## config.mk

```make
export PLATFORM = sky130hd
export DESIGN_NAME = rxacc_arbiter
export DESIGN_NICKNAME = d
export VERILOG_FILES = /design/src/rtl/rxacc_pkg.sv /design/src/rtl/rxacc_sync.sv /design/src/rtl/rxacc_window.sv /design/src/rtl/rxacc_decide.sv /design/src/rtl/rxacc_arbiter.sv
export SDC_FILE = /design/constraint.sdc
export NUM_CORES = 1
export LEC_CHECK = 0
export ABC_CLOCK_PERIOD_IN_PS = 2400
export BUFFER_PORTS_ARGS = -buffer_cell sky130_fd_sc_hd__buf_2
export CAP_MARGIN = 5
export CORE_MARGIN = 2
export CORE_UTILIZATION = 40
export CTS_BUF_LIST = sky130_fd_sc_hd__clkbuf_4 sky130_fd_sc_hd__clkbuf_8 sky130_fd_sc_hd__clkbuf_16
export CTS_CLUSTER_DIAMETER = 80
export CTS_CLUSTER_SIZE = 8
export DETAILED_ROUTE_END_ITERATION = 8
export GPL_TIMING_DRIVEN = 0
export PLACE_DENSITY = 0.84
export RECOVER_POWER = 50
export REMOVE_ABC_BUFFERS = 1
export SYNTH_ARGS = -nofsm -noshare
export SYNTH_HDL_FRONTEND = slang
export SYNTH_SLANG_ARGS = --single-unit
```

## constraint.sdc

```tcl
create_clock -name clk -period 2.4 [get_ports clk]
set_input_delay 0.72 -clock clk [delete_from_list [all_inputs] [get_ports clk]]
set_output_delay 0.72 -clock clk [all_outputs]
set_load 0.005 [all_outputs]
```

## src/rtl/rxacc_pkg.sv

```systemverilog
package rxacc_pkg;

    typedef enum logic [2:0] {
        CAUSE_NONE     = 3'd0,
        CAUSE_RUNT     = 3'd1,
        CAUSE_MATCH    = 3'd2,
        CAUSE_NOEXT    = 3'd3,
        CAUSE_NOMATCH  = 3'd4,
        CAUSE_EXT_IGN  = 3'd5,
        CAUSE_EXT_PASS = 3'd6,
        CAUSE_EXT_REJ  = 3'd7
    } cause_e;

    typedef enum logic [1:0] {
        PH_IDLE = 2'd0,
        PH_OPEN = 2'd1,
        PH_HOLD = 2'd2
    } phase_e;

    typedef struct packed {
        logic promisc;
        logic ext_en;
        logic bcast_dis;
        logic phys_dis;
        logic mcast_zero;
        logic runt_ok;
        logic full_dup;
        logic fdx_ext_en;
    } policy_t;

    typedef struct packed {
        logic station;
        logic mcast;
        logic bcast;
    } match_t;

    typedef struct packed {
        logic runt;
        logic rejected;
    } close_t;

    typedef struct packed {
        logic   accept;
        cause_e cause;
    } verdict_t;

    function automatic logic internal_off(policy_t p);
        return !p.promisc && p.bcast_dis && p.phys_dis && p.mcast_zero;
    endfunction

    function automatic verdict_t decide(policy_t p, match_t m, close_t c);
        verdict_t v;
        if (c.runt && !p.runt_ok) begin
            v = '{accept: 1'b0, cause: CAUSE_RUNT};
        end else if (p.promisc || m.station || m.mcast || m.bcast) begin
            v = '{accept: 1'b1, cause: CAUSE_MATCH};
        end else if (!p.ext_en) begin
            v = '{accept: 1'b0, cause: CAUSE_NOEXT};
        end else if (!internal_off(p)) begin
            v = '{accept: 1'b0, cause: CAUSE_NOMATCH};
        end else if (p.full_dup && !p.fdx_ext_en) begin
            v = '{accept: 1'b1, cause: CAUSE_EXT_IGN};
        end else if (c.rejected) begin
            v = '{accept: 1'b0, cause: CAUSE_EXT_REJ};
        end else begin
            v = '{accept: 1'b1, cause: CAUSE_EXT_PASS};
        end
        return v;
    endfunction

endpackage

```

## src/rtl/rxacc_sync.sv

```systemverilog
module rxacc_sync #(
    parameter int   STAGES    = 2,
    parameter logic RESET_VAL = 1'b1
) (
    input  logic clk,
    input  logic rst,
    input  logic d,
    output logic q
);
    generate
        if (STAGES <= 1) begin : g_single
            logic s_q;
            always_ff @(posedge clk) begin
                if (rst) s_q <= RESET_VAL;
                else     s_q <= d;
            end
            assign q = s_q;
        end else begin : g_chain
            logic [STAGES-1:0] sh_q;
            always_ff @(posedge clk) begin
                if (rst) sh_q <= {STAGES{RESET_VAL}};
                else     sh_q <= {sh_q[STAGES-2:0], d};
            end
            assign q = sh_q[STAGES-1];
        end
    endgenerate
endmodule

```

## src/rtl/rxacc_window.sv

```systemverilog
module rxacc_window
    import rxacc_pkg::*;
#(
    parameter int WIN_LO   = 2,
    parameter int WIN_HI   = 512,
    parameter int LAT      = 2,
    parameter int MIN_BITS = 512,
    parameter int CNT_W    = $clog2(WIN_HI + LAT + 1)
) (
    input  logic             clk,
    input  logic             rst,
    input  logic             sfd,
    input  logic             fend,
    input  logic             rej_s,
    output logic             close_now,
    output close_t           close_info,
    output logic             rej_flag,
    output phase_e           phase,
    output logic [CNT_W-1:0] cnt
);
    localparam logic [CNT_W-1:0] OPEN_LO  = CNT_W'(WIN_LO + LAT);
    localparam logic [CNT_W-1:0] OPEN_HI  = CNT_W'(WIN_HI + LAT);
    localparam logic [CNT_W-1:0] RUNT_LIM = CNT_W'(MIN_BITS);

    phase_e           ph_q;
    logic [CNT_W-1:0] cnt_q;
    logic             flag_q;
    logic             in_win;
    logic             sample_hit;

    always_comb begin
        in_win     = (ph_q == PH_OPEN) && (cnt_q >= OPEN_LO) && (cnt_q <= OPEN_HI);
        sample_hit = in_win && !rej_s;
        close_now  = (ph_q == PH_OPEN) && !sfd && (fend || (cnt_q == OPEN_HI));
        close_info = '{runt: fend && (cnt_q < RUNT_LIM), rejected: flag_q || sample_hit};
    end

    always_ff @(posedge clk) begin
        if (rst) begin
            ph_q   <= PH_IDLE;
            cnt_q  <= '0;
            flag_q <= 1'b0;
        end else if (sfd) begin
            ph_q   <= PH_OPEN;
            cnt_q  <= CNT_W'(1);
            flag_q <= 1'b0;
        end else begin
            case (ph_q)
                PH_OPEN: begin
                    flag_q <= flag_q || sample_hit;
                    if (close_now) ph_q <= fend ? PH_IDLE : PH_HOLD;
                    else           cnt_q <= cnt_q + CNT_W'(1);
                end
                PH_HOLD: begin
                    if (fend) ph_q <= PH_IDLE;
                end
                default: ph_q <= PH_IDLE;
            endcase
        end
    end

    assign rej_flag = flag_q;
    assign phase    = ph_q;
    assign cnt      = cnt_q;
endmodule

```

## src/rtl/rxacc_decide.sv

```systemverilog
module rxacc_decide
    import rxacc_pkg::*;
(
    input  logic     clk,
    input  logic     rst,
    input  logic     close_now,
    input  close_t   close_info,
    input  policy_t  policy,
    input  match_t   match,
    output logic     valid,
    output verdict_t verdict
);
    verdict_t next_v;
    verdict_t v_q;
    logic     valid_q;

    always_comb next_v = decide(policy, match, close_info);

    always_ff @(posedge clk) begin
        if (rst) begin
            valid_q <= 1'b0;
            v_q     <= '{accept: 1'b0, cause: CAUSE_NONE};
        end else begin
            valid_q <= close_now;
            if (close_now) v_q <= next_v;
        end
    end

    assign valid   = valid_q;
    assign verdict = v_q;
endmodule

```

## src/rtl/rxacc_arbiter.sv

```systemverilog
module rxacc_arbiter
    import rxacc_pkg::*;
#(
    parameter int MCAST_W     = 64,
    parameter int SYNC_STAGES = 2,
    parameter int WIN_LO      = 2,
    parameter int WIN_HI      = 512,
    parameter int MIN_BITS    = 512
) (
    input  logic               clk,
    input  logic               rst,
    input  logic               sfd_seen,
    input  logic               frame_end,
    input  logic               hit_station,
    input  logic               hit_mcast,
    input  logic               rx_bcast,
    input  logic               cfg_ext_en,
    input  logic               cfg_promisc,
    input  logic               cfg_bcast_dis,
    input  logic               cfg_phys_dis,
    input  logic [MCAST_W-1:0] cfg_mcast_mask,
    input  logic               cfg_runt_ok,
    input  logic               cfg_full_dup,
    input  logic               cfg_fdx_ext_en,
    input  logic               ext_rej_n,
    output logic               verdict_valid,
    output logic               verdict_accept,
    output logic [2:0]         verdict_cause
);
    localparam int CNT_W = $clog2(WIN_HI + SYNC_STAGES + 1);

    logic             rej_s;
    logic             close_now;
    close_t           close_info;
    logic             rej_flag;
    phase_e           phase;
    logic [CNT_W-1:0] cnt;
    policy_t          policy;
    match_t           match;
    verdict_t         verdict;

    always_comb begin
        policy = '{promisc:    cfg_promisc,
                   ext_en:     cfg_ext_en,
                   bcast_dis:  cfg_bcast_dis,
                   phys_dis:   cfg_phys_dis,
                   mcast_zero: ~|cfg_mcast_mask,
                   runt_ok:    cfg_runt_ok,
                   full_dup:   cfg_full_dup,
                   fdx_ext_en: cfg_fdx_ext_en};
        match  = '{station: hit_station, mcast: hit_mcast, bcast: rx_bcast};
    end

    rxacc_sync #(.STAGES(SYNC_STAGES), .RESET_VAL(1'b1)) u_sync (
        .clk (clk),
        .rst (rst),
        .d   (ext_rej_n),
        .q   (rej_s)
    );

    rxacc_window #(
        .WIN_LO   (WIN_LO),
        .WIN_HI   (WIN_HI),
        .LAT      (SYNC_STAGES),
        .MIN_BITS (MIN_BITS),
        .CNT_W    (CNT_W)
    ) u_window (
        .clk        (clk),
        .rst        (rst),
        .sfd        (sfd_seen),
        .fend       (frame_end),
        .rej_s      (rej_s),
        .close_now  (close_now),
        .close_info (close_info),
        .rej_flag   (rej_flag),
        .phase      (phase),
        .cnt        (cnt)
    );

    rxacc_decide u_decide (
        .clk        (clk),
        .rst        (rst),
        .close_now  (close_now),
        .close_info (close_info),
        .policy     (policy),
        .match      (match),
        .valid      (verdict_valid),
        .verdict    (verdict)
    );

    assign verdict_accept = verdict.accept;
    assign verdict_cause  = verdict.cause;
endmodule

```

# After elaboration in Yosys (flattened, before gate mapping)
# Index checks and enable logic that the tools add are counted.
[op_classes]
add_sub_neg = 1
order_cmp = 3
eq_ne = 8
n_mux = 14
bitwise = 1
reduce_logical = 29
[op_table]
columns = ["op", "count"]
rows = [
  ["64-bit OR reduction", 1],
  ["4-bit two-way mux", 6],
  ["1-bit logical AND", 11],
  ["10-bit by 1-bit adder with 10-bit output, second input constant", 1],
  ["10-bit equality test, second input constant", 1],
  ["10-bit by 3-bit greater-or-equal comparator with 1-bit output, second input constant", 1],
  ["10-bit less-or-equal comparator, second input constant", 1],
  ["10-bit < comparator, second input constant", 1],
  ["2-bit AND reduction", 4],
  ["1-bit zero test", 6],
  ["2-bit two-way mux", 3],
  ["1-bit logical OR", 5],
  ["1-bit two-way mux", 4],
  ["2-bit != test, second input constant", 2],
  ["2-bit case mux with 2 select lines", 1],
  ["3-bit by 2-bit != test with 1-bit output, second input constant", 1],
  ["3-bit != test, second input constant", 1],
  ["2-bit by 1-bit equality test with 1-bit output, second input constant", 1],
  ["2-bit equality test, second input constant", 1],
  ["2-bit by 1-bit != test with 1-bit output, second input constant", 1],
  ["2-bit nonzero test", 1],
  ["2-bit OR reduction", 1],
  ["1-bit NOT", 1],
]
[word_totals]
register_bits = 20
in_bits = 79
output_inout_bits = 5
wordCells = 65

# Longest topological paths before layout
# Gate-level depths: netlist (run 1).
[logic_depth]
depth_word = 11
mapped_depth = 7
mapped_depth_nobuf = 5

# Cells and area by module
# Synthesis (run 1) repeated with hierarchy kept, for this count alone.
[unflattened]
hier_cells = 142
hier_area_um2 = 1211.2
[modules_own_cells]
columns = ["module", "instances", "cells_per_inst", "area_each_um2", "seq_area_each_um2"]
rows = [
  ["rxacc_window", 1, 89, 742.0, 260.2],
  ["rxacc_decide", 1, 28, 272.8, 100.1],
  ["rxacc_arbiter", 1, 21, 143.9, 0.0],
  ["rxacc_sync", 1, 4, 52.6, 40.0],
]

# Worst setup path after synthesis (run 1)
# No wires, ideal clock.
[synth_path]
path_kind = "input to register"
start = "in cfg_promisc"
end = "reg u_decide.v_q, in the netlist u_decide.verdict[3]"
setup_time_ns = 0.095
t_arrival_ns = 1.756
required_time_ns = 2.305
path_slack_ns = 0.549
cell_stages = 5
path_buffers = 0
path_cell_list = "nor4b_1 nand4_1 nor3_1 o2111ai_1 a221oi_1"
[synth_via]
elab_chain_len = 8
elab_cells_between_ends = 11
cone_classes = "4 x mux; 7 x reduce/logical"
[synth_rtl]
columns = ["element", "line_no", "text"]
rows = [
  ["from (decl)", "rxacc_arbiter.sv:18", "input logic cfg_promisc,"],
  ["1-bit zero test", "rxacc_pkg.sv:48", "return !p.promisc && p.bcast_dis && p.phys_dis && p.mcast_zero;"],
  ["1-bit logical AND (3 in series)", "rxacc_pkg.sv:48", ""],
  ["4-bit two-way mux", "rxacc_pkg.sv:59", "end else if (!internal_off(p)) begin"],
  ["4-bit two-way mux", "rxacc_pkg.sv:57", "end else if (!p.ext_en) begin"],
  ["4-bit two-way mux *", "rxacc_pkg.sv:55", "end else if (p.promisc || m.station || m.mcast || m.bcast) begin"],
  ["4-bit two-way mux *", "rxacc_pkg.sv:53", "if (c.runt && !p.runt_ok) begin"],
  ["to (signal assigned)", "rxacc_decide.sv:22", "v_q <= '{accept: 1'b0, cause: CAUSE_NONE};"],
  ["to (signal assigned)", "rxacc_decide.sv:25", "if (close_now) v_q <= next_v;"],
  ["to (decl)", "rxacc_decide.sv:14", "verdict_t v_q;"],
]
# Mark *: on every way between the ends. The rest lies on a longest branch, timed or not.
# A chain may end at the register's enable or synchronous reset.

# Final worst setup path (run 1)
[layout_path]
start = "reg u_window.ph_q[0], in the netlist u_window.phase[0]"
end = "reg u_decide.v_q, in the netlist u_decide.verdict[2]"
[layout_via]
elab_chain_len = 3
[layout_rtl]
columns = ["element", "line_no", "text"]
rows = [
  ["from (decl)", "rxacc_window.sv:25", "phase_e ph_q;"],
  ["from (signal assigned)", "rxacc_window.sv:51", "if (close_now) ph_q <= fend ? PH_IDLE : PH_HOLD;"],
  ["2-bit by 1-bit equality test with 1-bit output", "rxacc_window.sv:34", "close_now = (ph_q == PH_OPEN) && !sfd && (fend || (cnt_q == OPEN_HI));"],
  ["1-bit logical AND (2 in series)", "rxacc_window.sv:34", ""],
]
# Every way passes these cells.

==> results of run 1 <==
[metrics by stage]
step	cell area, um2	hold slack (ns)	std cells	util, %
2_1_floorplan	1156	0.3895	135	-
3_3_place_gp	1610	0.3944	249	57.89
3_5_place_dp	1610	0.3974	249	57.89
4_1_cts	1647	0.4238	253	59.20
5_1_grt	1643	0.4379	253	59.06
6_report	1643	0.4231	253	59.06
[cell type report]
| cell class | count | area share, % |
|---|---|---|
| clock buffer | 4 | 2.209 |
| inverter | 3 | 0.6855 |
| multi-input combinational | 112 | 45.32 |
| sequential | 20 | 24.37 |
| tap | 31 | 2.361 |
| timing repair buffer | 83 | 25.06 |
[worst reg2reg max path: cells and delay by family (launching register included)]
kind | cells | cell delay [ns]
AND/OR/NAND/NOR | 4 | 1.55
AO/OA/AOI/OAI | 1 | 0.13
flip-flops | 1 | 0.36
[sequential cells by signal, summed over array words and instances (netlist names)]
signal and count:
u_window.cnt 10, u_decide.verdict 4, u_sync.g_chain.sh_q 2, u_window.phase 2, u_decide.valid 1, u_window.rej_flag 1
[cells in the mapped netlist, drive strengths merged (4+ instances only)]
cell,number
nor4,17
nand2,9
nor2,15
dfxtp,20
or2,4
a21oi,5
nor3,5
xor2,5
a211oi,4
nand2b,5
o211ai,4
[kinds of logic after synthesis]
logic type,after synthesis,share of synthesized area [%]
AO/OA/AOI/OAI,29,19.53
XOR/XNOR,5,3.715
adder cells (fa/ha/maj),2,2.123
buffers and inverters,7,2.866
flip-flops,20,33.97
AND/OR/NAND/NOR,76,37.79
[metal layers]
layer | up-vias | track usage (%) | part of all wire [%]
met5 | - | 0 | 0
met4 | 0 | 7.309 | 1.9
met3 | 7 | 2.902 | 6.3
met2 | 53 | 35.47 | 51
met1 | 603 | 22.54 | 41
li1 | 700 | - | -
[where the power goes]
group	internal [mW]	switching, mW
Combinational	0.0625	0.0479
Sequential	0.339	0.00487
Clock	0.0926	0.101
Total	0.494	0.154
[how the worst min path moves through the flow]
stage          depth (start not counted)                    from                     end  slack [ns]
2_1_floorplan                          1  u_sync.g_chain.sh_q[0]  u_sync.g_chain.sh_q[1]        0.39
3_3_place_gp                           1  u_sync.g_chain.sh_q[0]  u_sync.g_chain.sh_q[1]        0.39
3_5_place_dp                           1  u_sync.g_chain.sh_q[0]  u_sync.g_chain.sh_q[1]        0.40
4_1_cts                                1  u_sync.g_chain.sh_q[0]  u_sync.g_chain.sh_q[1]        0.42
5_1_grt                                1  u_sync.g_chain.sh_q[0]  u_sync.g_chain.sh_q[1]        0.44
6_report                               1  u_sync.g_chain.sh_q[0]  u_sync.g_chain.sh_q[1]        0.42
==> results.yml, run 1 <==
outcome:
  outcome: "complete, no violations"
yosys:
  synth_top_area_share_pct: 33.97
  synth_flop_cell: "dfxtp_1"
  synth_top_cell_by_area: "dfxtp_1"
  syn_area_um2: 1179
  ys_ff_latch: 20
  async_flop_share_pct: 0
  synth_edf_count: 0
  ys_types: 45
  ys_seq_area_share_pct: 33.97
  avgSynthCellArea_um2: 8.479
  syn_inst: 139
  yosysWarnings: 0
  synth.area.top_cells: "dfxtp_1 34%, nor4_1 8.5%, nor2_1 4.8%, xor2_1 3.7%, nand2_1 2.9%"
setup_path:
  crit_slowest_cell: "or3_4"
  startpoint: "u_window.phase[0]"
  rr_endpoint: "u_decide.verdict[2]"
  crit_path_end_kind: "flop"
  reg2reg_slack_ns: 0.30
  cp_data_required_time_ns: 2.64
  arrival_ns: 2.34
  path_class: "reg2reg"
  critPathLaunchType: "flop"
  path_delay_family: "simple AND/OR/NAND/NOR gates"
  regToRegStartpoint: "u_window.phase[0]"
  slowest_delay_ns: 0.45
  cp_max_fo: 9
  endpoint: "u_decide.verdict[2]"
  cp_cell_sequence: "nor2b_1 -> nand2b_1 -> or2_0 -> or3_4 -> a21oi_2"
  path_depth: 5
  worst-path-buf-inv: 0
  rr_worst_depth: 5
floorplanning:
  core_area_um2: 2781
  die_w_um: 58.28
  dieHeight_um: 58.28
  rows: 19
  dieArea_um2: 3397
  initial_core_util_pct: 42.38
  top_level_ports: 84
timing:
  setup_slack_ns: 0.3009
  setup-tns-final_ns: 0
  final_hold_viol_count: 0
  fin_skew_ns: 0.001019
  max_freq_mhz: 476.4
  slew-limit-headroom_pct: 59.14
  final-setup-viol-count: 0
  grt_setup_unrepaired: "no"
  period_needed_ns: 2.099
  period_share_pct: 87.46
  worst_pin_slew_ns: 0.5974
  drv_slew: 0
power_and_ir_drop:
  p_per_area_nw_per_um2: 394.0
  p_leak_nw: 0.6836
  power.total_mw: 0.6474
  peakVddDrop_mv: 0.3266
place:
  globalplace.congestion: 0.8096
  pre_cts_ws_ns: 0.2074
  place_hpwl_mm: 2.702
  portBuffers: 83
clock_tree:
  clockBufferDepth: 2
  clock_sinks: 20
  clock_latency_ns: 0.30
  clk_pin_slew_ns: 0.11
  cts_buffers: 3
  post-cts-setup-buffers: 0
  cts_hold_buf: 0
  h-tree-depth: 1
  cts_root_buf: "clkbuf_4"
  ctsResizeCount: 0
  cts_tree: "done"
routing:
  totalWireLength_mm: 3.184
  postRouteAntennaNets: 0
  num_vias: 1363
  wl_per_cell_um: 12.58
  drtPass1Iterations: 4
  drtIter0Drc: 49
  avgViaCountPerCell: 5.387
  route.detailed.drc: 0
global_routing:
  grt_pass1_wl_mm: 5.209
  grtUsageTotal_pct: 19.43
  grt_pass1_vias: 1271
  overflow: 0
  grt_max_degree: 12
  antenna_found_initial: 0
finish:
  regArea_um2: 400.4
  nNetsFinal: 304
  drive_above_1_share_pct: 41.89
  multiInputGateArea_um2: 744.5
  layout_commonest_cell: "buf_2"
  antenna_cells: 0
  nFillCells: 260
  final_cell_mix: "80 x buf_2, 20 x dfxtp_1, 16 x nor4_1"
  syn_to_final_growth_pct: 39.38
min_path:
  hold_class: "reg2reg"
flow_run:
  cap_violations: 0
No activity file was read; power rests on OpenSTA's default activity.
==> run 2: changes to the inputs <==
--- a/config.mk
+++ b/config.mk
@@ -5,11 +5,12 @@
 export SDC_FILE = /design/constraint.sdc
 export NUM_CORES = 1
 export LEC_CHECK = 0
+export ABC_AREA = 1
 export ABC_CLOCK_PERIOD_IN_PS = 2400
 export BUFFER_PORTS_ARGS = -buffer_cell sky130_fd_sc_hd__buf_2
 export CAP_MARGIN = 5
 export CORE_MARGIN = 2
-export CORE_UTILIZATION = 40
+export CORE_UTILIZATION = 42
 export CTS_BUF_LIST = sky130_fd_sc_hd__clkbuf_4 sky130_fd_sc_hd__clkbuf_8 sky130_fd_sc_hd__clkbuf_16
 export CTS_CLUSTER_DIAMETER = 80
 export CTS_CLUSTER_SIZE = 8
==> results.yml, run 2 <==
timing:
  grt_setup_unrepaired: "no"
  setup-tns-final_ns: 0
  final_hold_viol_count: 0
  final-setup-viol-count: 0
  slew-limit-headroom_pct: 45.90
  max_freq_mhz: 498.7
  period_needed_ns: 2.005
  worst_pin_slew_ns: 0.8086
  period_share_pct: 83.55
  fin_skew_ns: 0.007430
  drv_slew: 0
clock_tree:
  cts_tree: "done"
  post-cts-setup-buffers: 0
  cts_buffers: 3
  clock_latency_ns: 0.31
  cts_root_buf: "clkbuf_4"
  h-tree-depth: 1
  clock_sinks: 20
  clk_pin_slew_ns: 0.11
  cts_hold_buf: 0
  ctsResizeCount: 0
  clockBufferDepth: 2
floorplanning:
  core_area_um2: 3028
  top_level_ports: 84
  rows: 20
  initial_core_util_pct: 43.97
  die_w_um: 60.30
  dieHeight_um: 60.30
  dieArea_um2: 3636
yosys:
  synth.area.top_cells: "dfxtp_1 30%, nor2_1 16%, nand2_1 13%, inv_1 5.1%, a21oi_1 4.9%"
  async_flop_share_pct: 0
  synth_edf_count: 0
  ys_ff_latch: 20
  syn_area_um2: 1331
  avgSynthCellArea_um2: 6.309
  synth_common_cells: "55 x nor2_1, 46 x nand2_1, 20 x dfxtp_1, 18 x inv_1"
  synth_flop_cell: "dfxtp_1"
  synth_top_area_share_pct: 30.08
  ys_types: 31
  syn_inst: 211
  synth_most_common_cell: "nor2_1"
  ys_seq_area_share_pct: 30.08
  synth_top_cell_by_area: "dfxtp_1"
  yosysWarnings: 0
finish:
  nFillCells: 303
  nNetsFinal: 376
  syn_to_final_growth_pct: 34.21
  drive_above_1_share_pct: 32.99
  final_cell_mix: "81 x buf_2, 56 x nor2_1, 47 x nand2_1"
  largest_register_ffs: 10
  layout_commonest_cell: "buf_2"
  antenna_cells: 0
routing:
  totalWireLength_mm: 3.297
  avgViaCountPerCell: 4.722
  postRouteAntennaNets: 0
  drtPass1Iterations: 4
  route.detailed.drc: 0
  num_vias: 1596
  wl_per_cell_um: 9.754
  drtIter0Drc: 48
setup_path:
  path_class: "reg2reg"
  arrival_ns: 2.25
  cp_max_fo: 17
  critPathLaunchType: "flop"
  crit_path_end_kind: "flop"
  rr_endpoint: "u_decide.verdict[3]"
  regToRegStartpoint: "u_window.phase[0]"
  cp_data_required_time_ns: 2.65
  endpoint: "u_decide.verdict[3]"
  startpoint: "u_window.phase[0]"
  reg2reg_slack_ns: 0.39
  rr_worst_depth: 8
power_and_ir_drop:
  p_per_area_nw_per_um2: 376.4
  seqPwrFrac_pct: 51.3
  p_sw_share_pct: 25.90
  peakVddDrop_mv: 0.1730
  combPwrFrac_pct: 18.9
  p_leak_nw: 0.8654
  internal_power_mw: 0.4983
  switching_power_mw: 0.1742
  power_frac_clock_pct: 29.8
  power.total_mw: 0.6724
global_routing:
  grt_pass1_vias: 1477
  overflow: 0
  grt_max_degree: 18
  grtUsageTotal_pct: 19.49
  antenna_found_initial: 0
  grt_pass1_wl_mm: 5.485
min_path:
  hold_class: "reg2reg"
flow_run:
  cap_violations: 0
outcome:
  outcome: "complete, no violations"
place:
  portBuffers: 83
  globalplace.congestion: 0.8399
  place_hpwl_mm: 2.793
run 2: cell count changes after synthesis, sizes merged, moves of 3 or more:
cell / delta
nand2: +41
o2111ai: -3
nor4: -14
inv: +17
a21oi: +9
or3: -3
nor2: +42
nand4: +4
a211oi: -3
nand2b: -5
nand3: +11
o211ai: -4
run 2: routing by layer:
metal | GRT usage (%) | routed length, um
met1 | 19.95 | 1326
met5 | 0 | 0
met4 | 10.16 | 73
met2 | 38.04 | 1689
met3 | 2.165 | 209
run 2: layout make-up:
type / instances / area [um2] / share of cell area [%]
multi-input cells: 166 / 803.3 / 44.96
repair buffers: 83 / 412.9 / 23.11
flip-flops and latches: 20 / 400.4 / 22.41
inverters: 21 / 78.83 / 4.412
well taps: 44 / 55.05 / 3.081
clock buffers: 4 / 36.28 / 2.031
run 2: kinds of logic (layout without fill, tap and decap cells):
kind of cell,Yosys count,count (layout),share of synthesized area [%]
adders and majority gates,2,2,1.879
DFF,20,20,30.07
and+or+nand+nor,136,136,45.86
AOI/OAI and AO/OA,21,21,9.398
buffers and inverters,25,108,8.176
xor gates and xnor gates,7,7,4.605
run 2: through the flow:
stage               instances  hold slack (ns)  util (%)  cell area, um2  setup slack (ns)
floorplan                 207           0.3895         -            1301            0.7558
global placement          334           0.3950     58.51            1772            0.4815
detailed placement        334           0.3947     58.51            1772            0.4911
CTS                       338           0.4213     59.71            1808            0.4499
global route              338           0.4531     59.01            1787            0.2001
finish                    338           0.4197     59.01            1787            0.3948
run 2: worst min-delay path by stage:
| stage | slack, ns | end | depth (start not counted) | start |
|---|---|---|---|---|
| floorplan | 0.39 | u_sync.g_chain.sh_q[1] | 1 | u_sync.g_chain.sh_q[0] |
| global placement | 0.40 | u_sync.g_chain.sh_q[1] | 1 | u_sync.g_chain.sh_q[0] |
| detailed placement | 0.39 | u_sync.g_chain.sh_q[1] | 1 | u_sync.g_chain.sh_q[0] |
| CTS | 0.42 | u_sync.g_chain.sh_q[1] | 1 | u_sync.g_chain.sh_q[0] |
| global route | 0.45 | u_sync.g_chain.sh_q[1] | 1 | u_sync.g_chain.sh_q[0] |
| finish | 0.42 | u_sync.g_chain.sh_q[1] | 1 | u_sync.g_chain.sh_q[0] |
run 2: critical path, cell delays in order (launching register included):
cell	delay (ns)
dfxtp_1	0.32
inv_1	0.04
nor2_1	0.61
inv_1	0.13
nor2_1	0.20
nand2_4	0.16
nor2_1	0.26
nand2_1	0.11
a21oi_2	0.11
run 2: power groups by stage:
stage / logic [mW] / clock network [mW] / registers [mW]
floorplan: 0.0538 / 0 / 0.352
global placement: 0.128 / 0 / 0.352
detailed placement: 0.131 / 0 / 0.353
CTS: 0.131 / 0.204 / 0.345
global route: 0.146 / 0.217 / 0.346
finish: 0.127 / 0.201 / 0.345
